[config.mk]
export PLATFORM = sky130hd
export DESIGN_NAME = chroma_nibble_demux
export DESIGN_NICKNAME = d
export VERILOG_FILES = /design/src/rtl/chroma_nibble_demux.sv
export SDC_FILE = /design/constraint.sdc
export NUM_CORES = 1
export LEC_CHECK = 0
export ABC_AREA = 1
export BUFFER_PORTS_ARGS = -buffer_cell sky130_fd_sc_hd__buf_2
export CAP_MARGIN = 20
export CORE_ASPECT_RATIO = 1.75
export CORE_MARGIN = 8
export CORE_UTILIZATION = 30
export CTS_BUF_LIST = sky130_fd_sc_hd__clkbuf_4
export DETAILED_ROUTE_END_ITERATION = 8
export RECOVER_POWER = 25
export SETUP_SLACK_MARGIN = 0.2
export SLEW_MARGIN = 20
export SYNTH_ARGS = -nofsm -noshare
export SYNTH_HDL_FRONTEND = slang
export SYNTH_SLANG_ARGS = --single-unit
[constraint.sdc]
create_clock -name clk -period 1.5 [get_ports clk]
set_clock_uncertainty 0.05 [all_clocks]
set_input_delay 0.075 -clock clk [delete_from_list [all_inputs] [get_ports clk]]
set_output_delay 0.075 -clock clk [all_outputs]
set_load 0.01 [all_outputs]
[src/rtl/chroma_nibble_demux.sv]
module chroma_nibble_demux #(
  parameter int NW = 4
) (
  input  logic          clk,
  input  logic          rst,
  input  logic          vblank,
  input  logic [NW-1:0] nib,
  output logic [2*NW-1:0] u_out,
  output logic [2*NW-1:0] v_out,
  output logic          valid,
  output logic          locked
);
  localparam int SW = 2 * NW;

  logic          b0_q;
  logic [1:0]    ph;
  logic [NW-1:0] u_hi, v_lo, v_hi;

  wire sync_fall = vblank & b0_q & ~nib[0];
  wire emit      = (ph == 2'd3) & locked & ~vblank;

  always_ff @(posedge clk) begin
    if (rst) begin
      b0_q   <= 1'b0;
      ph     <= 2'd0;
      u_hi   <= '0;
      v_lo   <= '0;
      v_hi   <= '0;
      u_out  <= '0;
      v_out  <= '0;
      valid  <= 1'b0;
      locked <= 1'b0;
    end else begin
      b0_q  <= nib[0];
      valid <= 1'b0;
      if (sync_fall) begin
        ph     <= 2'd0;
        locked <= 1'b1;
      end else begin
        ph <= ph + 2'd1;
        case (ph)
          2'd0: u_hi <= nib;
          2'd1: v_lo <= nib;
          2'd2: v_hi <= nib;
          default: if (emit) begin
            u_out <= SW'({u_hi, nib});
            v_out <= SW'({v_hi, v_lo});
            valid <= 1'b1;
          end
        endcase
      end
    end
  end
endmodule

==> reports/metrics.cfg <==
[status]
outcome=completed

[floorplan]
starting_density_pct=31.0
io_pins=25
die_x_um=68.2
core.rowCount=33
die_h_um=107
die_outline_area_um2=7320
core_region_um2=4620

[hold_path]
min-delay-start=vblank
worstHoldEndpoint=valid$_SDFF_PP0_
min_path_cells=4
timing.hold.worst.class=input port to flip-flop

[yosys]
synth.yosys.seq_area_share_pct=46.2
dominant_combinational_cell_family_by_area_after_synthesis=simple AND/OR/NAND/NOR gates
ffs_latches_synth=33
yosys.area_share.simple_pct=32.6
synth-edff-count=0
post_synth_fa_ha_maj_area_fraction_pct=4.37
async_set_or_reset_flop_fraction_in_the_synthesized_netlist_pct=0
netlist.top_cell.by_area=sky130_fd_sc_hd__dfxtp_1
synth_compound_area_share_pct=3.85
synth.most_common_cell=sky130_fd_sc_hd__nand2_1
yosysTopAreaCellShare_pct=46.2
post_synth_xor_area_fraction_pct=0
synth.area.mux_share_pct=0
syn-num-nets=210
synthesis.area_per_instance_um2=7.23
mappedNetlistArea_um2=1430
synth_ff_type=sky130_fd_sc_hd__dfxtp_1
synth_cells=198
synthTopCellsByCount=50 x sky130_fd_sc_hd__nand2_1, 44 x sky130_fd_sc_hd__nor2_1, 33 x sky130_fd_sc_hd__dfxtp_1
yosys_warnings=0
synth_area_leaders=sky130_fd_sc_hd__dfxtp_1 46%, sky130_fd_sc_hd__nand2_1 13%, sky130_fd_sc_hd__nor2_1 12%
synthDistinctLibCells=17

[sta]
fin_hold_viols=0
hold_ws_ps=37.5
min_period_ps=1220
timing.slew.headroom_pct=79.8
finalCritPeriodShare_pct=81.1
achievable-frequency_ghz=0.822
worst_slew_pin_slew_ps=303
setup-violations-final=0
rsz0062_at_grt=true
setup_total_negative_slack_ps=0
report.final.slew_viol_count=0

[pwr]
netSwitchingFraction_pct=25.7
power_density_nw_per_um2=951
static-leakage-power_nw=0.869
p_comb_share_pct=10.6
share_seq_of_total_power_pct=59.7
clock_power_share_pct=29.7
vdd.ir_drop.worst_mv=0.430
net-switching-power_mw=0.406
power_report.internal_total_mw=1.18

[drt]
detail_route.first_pass.iterations=4
initialDrtViolationCount=55
drc_errors=0
wire_per_inst_um=10.6
vias_post_dr=1185
route.final.wire_length_mm=2.96
drt-vias-per-instance=4.26
drtAntennaViolNets=0

[worst_setup_path]
critPathMaxFanout=5
worstPathArrival_ps=1430
rrSetupSlack_ps=280
critical_register_to_register_path_startpoint=ph[0]$_SDFF_PP0_
crit_path_end_kind=flip-flop
reg2reg_to=valid$_SDFF_PP0_
critical_path_required_ps=1710
critical_path_class=flip-flop to flip-flop
reg2reg_depth=4
critical_path_startpoint_category=flip-flop

[cts]
clock_sink_count=33
clock_tree_from_tritoncts=done
cts_htree_levels=2
clock_tree.root_cell=sky130_fd_sc_hd__clkbuf_4
clk_pin_slew_ps=90
worst_skew_pair_latency_ps=330
cts_inserted_buffers=5
cts_max_path_buffers=2

[placement]
gpl.final_weighted_congestion=0.690
io_buffer_count=24
place.detailed.instances=266
post-dp-hpwl_mm=2.02
postPlaceCellArea_um2=1560

[global_route]
grt_antenna_before_repair=0
grt_first_pass_wirelength_mm=5.07
vias_in_the_first_global_route=1113
grt_overflow=0
groute.usage.overall_pct=9.00
grt_max_degree=33

[final_layout]
core_util_final_pct=36.0
final_layout_size_suffix_gt1_share_pct=12.8
n_fill_cell=530
syn2layout_area_growth_pct=16.3
final_design_area_excluding_fillers_um2=1660
multiInputGateArea_um2=597
final_cell_count_no_fill=278
register_area_um2=666
n_antenna_cell=0
finish.net_count=238

[job]
max_cap_viol_count=0

==> critical path, cell delays in order, from the launching register on <==
cell,delay [ps]
sky130_fd_sc_hd__dfxtp_4,370
sky130_fd_sc_hd__inv_1,90
sky130_fd_sc_hd__ha_2,280
sky130_fd_sc_hd__or2_0,200
sky130_fd_sc_hd__nor3_1,160
==> logic make-up after synthesis <==
family | after synthesis
AO/OA/AOI/OAI | 11
adder cells (fa/ha/maj) | 5
buffers and inverters | 37
flip-flops | 33
AND/OR/NAND/NOR | 112
==> how the worst max path moves through the flow <==
stage,startpoint,to,slack (ps),cells past startpoint
after floorplan,ph[0]$_SDFF_PP0_,valid$_SDFF_PP0_,260,5
after global placement,ph[0]$_SDFF_PP0_,valid$_SDFF_PP0_,230,4
after detailed placement,ph[0]$_SDFF_PP0_,valid$_SDFF_PP0_,170,4
after CTS,ph[0]$_SDFF_PP0_,u_out[0]$_SDFFE_PP0P_,210,5
after global routing,ph[0]$_SDFF_PP0_,u_out[2]$_SDFFE_PP0P_,190,6
final,ph[0]$_SDFF_PP0_,valid$_SDFF_PP0_,280,4
==> power groups by stage <==
stage               sequential, mW  clock (mW)  combinational (mW)
floorplan                    0.956           0               0.124
global placement             0.962           0               0.152
detailed placement           0.964           0               0.153
CTS                          0.943       0.489               0.166
global route                 0.951       0.528               0.192
finish                       0.945       0.470               0.167
==> placed cells by master, fill, tap and decap left out <==
master and n:
sky130_fd_sc_hd__buf_12 1, sky130_fd_sc_hd__ha_1 3, sky130_fd_sc_hd__inv_1 25, sky130_fd_sc_hd__inv_2 1, sky130_fd_sc_hd__or2_0 1, sky130_fd_sc_hd__dlygate4sd3_1 5, sky130_fd_sc_hd__buf_4 2, sky130_fd_sc_hd__nand3_1 13
sky130_fd_sc_hd__nand4_4 1, sky130_fd_sc_hd__clkbuf_4 6, sky130_fd_sc_hd__a21oi_1 11, sky130_fd_sc_hd__nand2_1 50, sky130_fd_sc_hd__dfxtp_2 1, sky130_fd_sc_hd__nor2_1 44, sky130_fd_sc_hd__dfxtp_1 31, sky130_fd_sc_hd__nor2_2 1
sky130_fd_sc_hd__clkbuf_1 12, sky130_fd_sc_hd__buf_2 12, sky130_fd_sc_hd__nor3_1 1, sky130_fd_sc_hd__ha_2 2, sky130_fd_sc_hd__clkinv_1 1, sky130_fd_sc_hd__nand3_4 1, sky130_fd_sc_hd__dfxtp_4 1
==> layer usage <==
metal  track usage, %  part of all wire, %
met5                0                    0
met2             14.9                   51
met1             9.40                   41
met4             4.86                  2.6
met3             3.34                  5.4
==> state kept, by name (all words and copies together) (netlist names) <==
| signal | count |
|---|---|
| u_out | 8 |
| v_out | 8 |
| u_hi | 4 |
| v_hi | 4 |
| v_lo | 4 |
| ph | 2 |
| b0_q | 1 |
| locked | 1 |
| valid | 1 |
==> per-stage QoR <==
stage	total power, mW	setup slack (ps)
6_report	1.58	284
5_1_grt	1.67	187
4_1_cts	1.60	213
3_5_place_dp	1.12	169
3_3_place_gp	1.11	231
2_1_floorplan	1.08	258
==> area by class of cell <==
type                       count  area share (%)
clock buffer                   6            2.71
multi-input combinational    128            35.9
sequential                    33            40.0
timing repair buffer          32            11.4
clock inverter                 1           0.226
tap                           52            3.91
inverter                      26            5.86
==> timing repair <==
| item | 4_1_cts | 5_1_grt |
|---|---|---|
| gates resized for setup | 1 | 5 |
| hold endpoints to repair | 7 | 0 |
| setup endpoints to repair | 1 | 29 |
| buffers inserted | 0 | 0 |
| pin swaps | 0 | 0 |
| hold buffers | 5 | 0 |
No activity file was read; power rests on OpenSTA's default activity.
